--- src/rtl/flc_irq_pkg.sv ---
package flc_irq_pkg;
    localparam int WORD_W      = 16;
    localparam int MASTER_BIT  = 15;
    localparam int DONE_BASE   = 4;
    localparam int ERR_BASE    = 10;
    localparam int NUM_OPS     = 4;
    localparam int POL_BIT     = 6;
    localparam int RDY_BIT     = 7;

    typedef enum logic [1:0] {
        SEL_INT  = 2'd0,
        SEL_STAT = 2'd1,
        SEL_CFG1 = 2'd2,
        SEL_CFG2 = 2'd3
    } reg_sel_e;

    typedef enum logic [1:0] {
        OP_RESET = 2'd0,
        OP_ERASE = 2'd1,
        OP_PROG  = 2'd2,
        OP_LOAD  = 2'd3
    } op_e;
endpackage

--- src/rtl/flc_int_status.sv ---
module flc_int_status
    import flc_irq_pkg::*;
#(
    parameter int W        = WORD_W,
    parameter int NOPS     = NUM_OPS,
    parameter logic [W-1:0] COLD_VAL = 16'h8080,
    parameter logic [W-1:0] WARM_VAL = 16'h8010
) (
    input  logic            clk,
    input  logic            cold_rst,
    input  logic            warm_rst,
    input  logic            wr_int,
    input  logic [W-1:0]    wr_data,
    input  logic            ev_valid,
    input  logic [1:0]      ev_op,
    input  logic            ev_fail,
    input  logic            ev_unknown,
    output logic [W-1:0]    int_q,
    output logic [NOPS-1:0] err_q
);
    logic [W-1:0]    masked;
    logic [W-1:0]    set_int;
    logic [NOPS-1:0] set_err;
    logic [W-1:0]    int_d;
    logic [NOPS-1:0] err_d;

    always_comb begin
        set_int = '0;
        set_err = '0;
        if (ev_valid) begin
            set_int[MASTER_BIT] = 1'b1;
            for (int i = 0; i < NOPS; i++) begin
                if (ev_op == 2'(i)) begin
                    set_int[DONE_BASE + i] = 1'b1;
                    if (ev_fail) begin
                        set_err[0] = 1'b1;
                        set_err[i] = 1'b1;
                    end
                end
            end
        end
        if (ev_unknown) begin
            set_int[MASTER_BIT] = 1'b1;
            set_err[0]          = 1'b1;
        end
    end

    always_comb begin
        masked = wr_int ? (int_q & wr_data) : int_q;
        int_d  = masked | set_int;
        err_d  = (masked[MASTER_BIT] ? err_q : '0) | set_err;
    end

    always_ff @(posedge clk) begin
        if (cold_rst) begin
            int_q <= COLD_VAL;
            err_q <= '0;
        end else if (warm_rst) begin
            int_q <= WARM_VAL;
            err_q <= '0;
        end else begin
            int_q <= int_d;
            err_q <= err_d;
        end
    end

    AST_ERR_NEEDS_MASTER: assert property (@(posedge clk) disable iff (cold_rst || warm_rst)
        (|err_q) |-> int_q[MASTER_BIT]);
    AST_OPERR_HAS_CMDERR: assert property (@(posedge clk) disable iff (cold_rst || warm_rst)
        (|err_q[NOPS-1:1]) |-> err_q[0]);
    AST_ACK_NEVER_SETS: assert property (@(posedge clk) disable iff (cold_rst || warm_rst)
        (wr_int && !ev_valid && !ev_unknown) |=> ((int_q & ~$past(int_q)) == '0));
    AST_UNKNOWN_FLAGS: assert property (@(posedge clk) disable iff (cold_rst || warm_rst)
        ev_unknown |=> (int_q[MASTER_BIT] && err_q[0]));
endmodule

--- src/rtl/flc_cfg_regs.sv ---
module flc_cfg_regs
    import flc_irq_pkg::*;
#(
    parameter int W = WORD_W,
    parameter logic [W-1:0] CFG1_RST = 16'h40C0,
    parameter logic [W-1:0] CFG2_RST = 16'h0000
) (
    input  logic         clk,
    input  logic         cold_rst,
    input  logic         warm_rst,
    input  logic         wr_cfg1,
    input  logic         wr_cfg2,
    input  logic [W-1:0] wr_data,
    output logic [W-1:0] cfg1_q,
    output logic [W-1:0] cfg2_q,
    output logic         rdy_q
);
    always_ff @(posedge clk) begin
        if (cold_rst || warm_rst) begin
            cfg1_q <= CFG1_RST;
            cfg2_q <= CFG2_RST;
            rdy_q  <= 1'b1;
        end else begin
            if (wr_cfg1) begin
                cfg1_q <= wr_data;
                rdy_q  <= wr_data[RDY_BIT];
            end
            if (wr_cfg2) begin
                cfg2_q <= wr_data;
            end
        end
    end

    AST_RDY_HOLDS: assert property (@(posedge clk) disable iff (cold_rst || warm_rst)
        !wr_cfg1 |=> $stable(rdy_q));
endmodule

--- src/rtl/flc_irq_regs.sv ---
module flc_irq_regs
    import flc_irq_pkg::*;
#(
    parameter int W = WORD_W,
    parameter logic [W-1:0] CFG1_RD_MASK = 16'hFFE0
) (
    input  logic         clk,
    input  logic         cold_rst,
    input  logic         warm_rst,
    input  logic         wr_en,
    input  logic [1:0]   reg_sel,
    input  logic [W-1:0] wr_data,
    output logic [W-1:0] rd_data,
    input  logic         done_valid,
    input  logic [1:0]   done_op,
    input  logic         done_fail,
    input  logic         unknown_cmd,
    output logic         irq,
    output logic         rdy
);
    reg_sel_e             sel;
    logic [W-1:0]         int_q;
    logic [NUM_OPS-1:0]   err_q;
    logic [W-1:0]         cfg1_q;
    logic [W-1:0]         cfg2_q;

    assign sel = reg_sel_e'(reg_sel);

    flc_int_status #(.W(W), .NOPS(NUM_OPS)) u_int (
        .clk        (clk),
        .cold_rst   (cold_rst),
        .warm_rst   (warm_rst),
        .wr_int     (wr_en && (sel == SEL_INT)),
        .wr_data    (wr_data),
        .ev_valid   (done_valid),
        .ev_op      (done_op),
        .ev_fail    (done_fail),
        .ev_unknown (unknown_cmd),
        .int_q      (int_q),
        .err_q      (err_q)
    );

    flc_cfg_regs #(.W(W)) u_cfg (
        .clk      (clk),
        .cold_rst (cold_rst),
        .warm_rst (warm_rst),
        .wr_cfg1  (wr_en && (sel == SEL_CFG1)),
        .wr_cfg2  (wr_en && (sel == SEL_CFG2)),
        .wr_data  (wr_data),
        .cfg1_q   (cfg1_q),
        .cfg2_q   (cfg2_q),
        .rdy_q    (rdy)
    );

    always_comb begin
        unique case (sel)
            SEL_INT:  rd_data = int_q;
            SEL_STAT: rd_data = W'(err_q) << ERR_BASE;
            SEL_CFG1: rd_data = cfg1_q & CFG1_RD_MASK;
            SEL_CFG2: rd_data = cfg2_q;
            default:  rd_data = '0;
        endcase
    end

    assign irq = int_q[MASTER_BIT] ^ ~cfg1_q[POL_BIT];

    AST_IRQ_ASSERTED_AFTER_EVENT: assert property (@(posedge clk) disable iff (cold_rst || warm_rst)
        (done_valid || unknown_cmd) |=> (irq == cfg1_q[POL_BIT]));
endmodule

--- config.mk ---
export PLATFORM = sky130hd
export DESIGN_NAME = flc_irq_regs
export DESIGN_NICKNAME = d
export VERILOG_FILES = /design/src/rtl/flc_irq_pkg.sv /design/src/rtl/flc_int_status.sv /design/src/rtl/flc_cfg_regs.sv /design/src/rtl/flc_irq_regs.sv
export SDC_FILE = /design/constraint.sdc
export NUM_CORES = 1
export LEC_CHECK = 0
export ABC_AREA = 1
export ABC_CLOCK_PERIOD_IN_PS = 1600
export BUFFER_PORTS_ARGS = -buffer_cell sky130_fd_sc_hd__clkbuf_2
export CORE_MARGIN = 2
export CORE_UTILIZATION = 55
export CTS_BUF_LIST = sky130_fd_sc_hd__clkbuf_4 sky130_fd_sc_hd__clkbuf_8
export CTS_CLUSTER_SIZE = 24
export DETAILED_ROUTE_END_ITERATION = 6
export HOLD_SLACK_MARGIN = 0.05
export PLACE_DENSITY = 0.81
export SLEW_MARGIN = 15
export SYNTH_ARGS = -nofsm -noshare
export SYNTH_HDL_FRONTEND = slang
export SYNTH_SLANG_ARGS = --single-unit
--- constraint.sdc ---
create_clock -name clk -period 1.6 [get_ports clk]
set_input_delay 0.48 -clock clk [delete_from_list [all_inputs] [get_ports clk]]
set_output_delay 0.48 -clock clk [all_outputs]
set_load 0.005 [all_outputs]
# Yosys cells after proc, flatten, opt, wreduce, memory -nomap -nowiden
# Cells that the tools add are included.
# Widths: inputs -> output; s select.
op_classes:
  order_cmp: 0
  shifts: 0
  n_div: 0
  n_mul: 0
  n_reduce_logical: 7
  mux: 23
  addsub: 0
  bitwise: 5
  eq_ne: 6
ops:
  columns: ["cell", "n"]
  rows:
  - ["$pmux 16 s4", 1]
  - ["$and 16x16->16", 1]
  - ["$mux 16", 1]
  - ["$or 16x16->16", 1]
  - ["$mux 1", 15]
  - ["$mux 4", 3]
  - ["$eq 2x2->1 const B", 4]
  - ["$mux 8", 1]
  - ["$eq 2x1->1 const B", 2]
  - ["$logic_not 2->1", 2]
  - ["$mux 2", 2]
  - ["$or 4x4->4", 1]
  - ["$logic_and 1x1->1", 3]
  - ["$reduce_or 2->1", 1]
  - ["$logic_or 1x1->1", 1]
  - ["$not 1->1", 1]
  - ["$xor 1x1->1", 1]
word_totals:
  memories: 0
  wordCells: 47
  rom_bits: 0
  latchBits: 0
  register_bits: 53
  mem_bits_rw: 0
  in_bits: 27

# Depth between registers and ports, before layout
logic_depth:
  depth_word: 11
  depth_mapped: 8

# By module
# A second synthesis with hierarchy kept.
unflattened:
  cells_unflattened: 355
  area_unflattened_um2: 2416.1
by_module_without_submodules:
  columns: ["mod", "seq_area_each_um2", "area_each_um2", "cells_each", "instances"]
  rows:
  - ["flc_cfg_regs", 640.6, 1282.5, 185, 1]
  - ["flc_int_status", 400.4, 724.4, 92, 1]
  - ["flc_irq_regs", 0.0, 409.1, 78, 1]

# Worst setup path before layout
# OpenSTA, ideal clock, no wires.
synth_path:
  kind: "input -> output"
  from: "input port reg_sel[0]"
  to: "output port rd_data[0]"
  stages: 4
  n_path_buf: 2
  setup_slack_ns: 0.001
  required_time_ns: 1.120
  arrival_ns: 1.119
  path_cell_list: "buf_2 > nand2_1 > buf_2 > o21ai_0"
synth_between:
  elab_chain_len: 2
synth_lines:
  columns: ["item", "line_no", "rtl"]
  rows:
  - ["start: declaration", "flc_irq_regs.sv:11", "input logic [1:0] reg_sel,"]
  - ["$eq 2x2->1, or another cell as far along", "flc_irq_regs.sv:56", "unique case (sel)"]
  - ["$pmux 16 s4 *", "flc_irq_regs.sv:56", null]
  - ["end: declaration", "flc_irq_regs.sv:13", "output logic [W-1:0] rd_data,"]
# Every way passes the cells marked *; elsewhere a longest branch is shown, timed or not.

# Worst setup path in the final report
layout_path:
  from: "input port reg_sel[1]"
  to: "output port rd_data[7]"
# Same word-level chain as after synthesis.

==> metrics.yaml <==
port_buf_inserts: 44
max_stage_delay_ns: 0.17
p_leak_nw: 1.19
critical_path.startpoint_type: "input port"
hold_path_class: "in -> reg"
placed_insts: 355
detail_route.first_pass.iterations: 4
design.core.area_mm2: 0.00342
cap_viol_max_count: 0
critPathCaptureType: "primary output"
numClockSinks: 47
worst-path-buf-inv: 3
total_power_mw: 2.05
antenna_cells: 0
vias_in_the_first_global_route: 1900
cts_max_level: 2
synth-seq-cells: 47
detail_route.wl_per_cell_um: 13.5
count_of_antenna_violating_nets_left_after_detailed_routing: 0
grt_pass1_wl_um: 8240
cp_slowest_cell: "sky130_fd_sc_hd__buf_6"
synth_cell_type_count: 17
areaGrowthSynthToFinish_pct: 30.8
totalWireLength_um: 4970
synth_top_cells_by_area: "sky130_fd_sc_hd__dfxtp_1 47%, sky130_fd_sc_hd__nand2_1 8.3%, sky130_fd_sc_hd__o211ai_1 7.6%, sky130_fd_sc_hd__inv_1 7.4%, sky130_fd_sc_hd__o21ai_0 7.3%"
synthesis.nets: 294
violations: "negative setup slack"
synth_cells: 267
post-route-worst-setup-slack_ns: -0.0811
slew-limit-headroom_pct: 62.9
worst-endpoint-required_ns: 1.12
drt-vias-per-instance: 5.30
total_grt_usage_pct: 26.2
drc: 0
grt_max_degree: 31
cts.root.buffer_cell: "sky130_fd_sc_hd__clkbuf_4"
routabilityCongestion: 0.801
max_freq_mhz: 595
critPathArrivalTime_ns: 1.20
totalNegativeSetupSlack_ns: -0.916
timing.final.max_slew_violations: 0
num_io_pins: 45
maximum_fanout_along_the_worst_path: 5
power-per-cell-area_mw_per_mm2: 788
netlist.top_cell.by_area: "sky130_fd_sc_hd__dfxtp_1"
fin_util_pct: 76.2
tightest_slew_ns: 0.554
worst_clock_skew_ns: 0.000446
timing_worst_setup_path_type: "in -> out"
syn_avg_cell_area_um2: 7.45
final.hold.worst_slack_ns: 0.301
rsz0062_at_grt: "yes"
seq_area_frac_synth_pct: 47.3
design.die.area_mm2: 0.00411
final_min_period_over_clock_period_pct: 105
final.min_clock_period_ns: 1.68
dieHeight_um: 64.1
synth.yosys.warnings: 0
instances_no_fill: 368
number_of_antenna_violations_at_the_first_check_in_global_routing: 0
synth_top_area_share_pct: 47.3
ir_drop_v: 0.000623
die_width_um: 64.1
post_route_cells_drive_above_1_share_pct: 31.4
start_util_pct: 58.2
status: "finished with violations"
clk_latency_ns: 0.37
final_net_count: 348
core.rowCount: 21
tritoncts_clock_tree: "built"
timing_hold_violations_final: 0
drt_iter0_markers: 77
path_delay_family: "buffers and inverters"
synth_area_mm2: 0.00199
gr-total-overflow: 0
crit_path_cell_trace: "buf_12 > nor2_4 > buf_6 > nand2_2 > o211ai_1 > buf_2"
vias: 1949
tritoncts.num_buffers: 5
report.final.setup_viol: 16
clock_tree.buffer_depth: 2
clk_pin_slew_ns: 0.12
dp.final_hpwl_um: 3150
-- registers in the layout, indices dropped and copies added, names as in the netlist, named ones only --
name and flops:
u_int.err_q 4, u_cfg.cfg2_q 16, u_int.int_q 12, u_cfg.cfg1_q 11
-- cell usage in the layout, fill, tap and decap left out --
cell,count
sky130_fd_sc_hd__a21oi_1,24
sky130_fd_sc_hd__a31oi_1,1
sky130_fd_sc_hd__buf_12,5
sky130_fd_sc_hd__buf_2,13
sky130_fd_sc_hd__buf_4,10
sky130_fd_sc_hd__buf_6,5
sky130_fd_sc_hd__buf_8,2
sky130_fd_sc_hd__clkbuf_2,29
sky130_fd_sc_hd__clkbuf_4,5
sky130_fd_sc_hd__clkinv_2,1
sky130_fd_sc_hd__clkinv_4,1
sky130_fd_sc_hd__dfxtp_1,46
sky130_fd_sc_hd__dfxtp_4,1
sky130_fd_sc_hd__inv_1,36
sky130_fd_sc_hd__inv_2,2
sky130_fd_sc_hd__inv_4,1
sky130_fd_sc_hd__inv_6,1
sky130_fd_sc_hd__nand2_1,27
sky130_fd_sc_hd__nand2_2,15
sky130_fd_sc_hd__nand2_4,2
sky130_fd_sc_hd__nand3_1,14
sky130_fd_sc_hd__nand3_2,2
sky130_fd_sc_hd__nand3b_1,2
sky130_fd_sc_hd__nand4_1,3
sky130_fd_sc_hd__nor2_1,17
sky130_fd_sc_hd__nor2_2,1
sky130_fd_sc_hd__nor2_4,1
sky130_fd_sc_hd__nor3_1,1
sky130_fd_sc_hd__o2111ai_2,4
sky130_fd_sc_hd__o211ai_1,20
sky130_fd_sc_hd__o21ai_0,24
sky130_fd_sc_hd__o21ai_1,5
sky130_fd_sc_hd__xnor2_1,1
-- power by group --
| group | leakage, nW | total (mW) | switching [mW] | internal (mW) |
|---|---|---|---|---|
| Clock | 0.0356 | 0.566 | 0.389 | 0.177 |
| Sequential | 0.381 | 1.20 | 0.0107 | 1.19 |
| Combinational | 0.778 | 0.281 | 0.157 | 0.124 |
-- what timing repair did --
item,CTS,global route
endpoints found under the setup margin,17,17
resized for setup,32,33
gates cloned,2,0
hold endpoints to repair,0,0
hold buffers,0,0
buffers inserted,4,2
pin swaps,10,7
-- path summary, 6_finish.rpt --
| kind | startpoint | end | slack, ns | cells after the start |
|---|---|---|---|---|
| max | reg_sel[1] | rd_data[7] | -0.08 | 6 |
| min reg2reg | u_cfg.cfg2_q[2] | u_cfg.cfg2_q[2] | 0.46 | 2 |
| min | cold_rst | u_int.int_q[4] | 0.30 | 2 |
| max reg2reg | u_int.int_q[15] | u_int.err_q[2] | 0.79 | 3 |
-- cell families (layout without fill, tap and decap cells) --
family          Yosys count  count (layout)  synth area share, %
compound gates           78              78                 23.0
xor+xnor                  1               1                0.441
buf+inv                  56             111                 11.3
flops                    47              47                 47.3
simple gates             85              85                 18.0
-- metal layers --
layer  global-route usage [%]  part of all wire (%)
met1                     32.0                    43
met2                     44.5                    50
met3                     4.75                   6.3
met4                     12.0                   1.0
met5                        0                     0
-- cells in the mapped netlist (all sizes together) --
| library cell | number |
|---|---|
| nand3 | 16 |
| buf | 11 |
| inv | 39 |
| nand2 | 44 |
| o211ai | 20 |
| nand3b | 2 |
| o2111ai | 4 |
| nand4 | 3 |
| xnor2 | 1 |
| clkbuf | 6 |
| nor2 | 19 |
| a21oi | 24 |
| o21ai | 29 |
| dfxtp | 47 |
| nor3 | 1 |
| a31oi | 1 |
-- area by class of cell --
class | instances | area (um^2)
Sequential cell | 47 | 945
Multi-Input combinational cell | 164 | 918
Fill cell | 261 | 815
Timing Repair Buffer | 64 | 472
Inverter | 39 | 149
Tap cell | 46 | 57.6
Clock buffer | 5 | 37.5
Clock inverter | 3 | 22.5
-- through the flow --
step | setup slack [ns] | area, um^2
2_1_floorplan | 0.000804 | 1990
3_3_place_gp | -0.107 | 2370
3_5_place_dp | -0.139 | 2370
4_1_cts | -0.136 | 2600
5_1_grt | -0.124 | 2600
6_report | -0.0811 | 2600
Power figures use the tool's default switching activity.
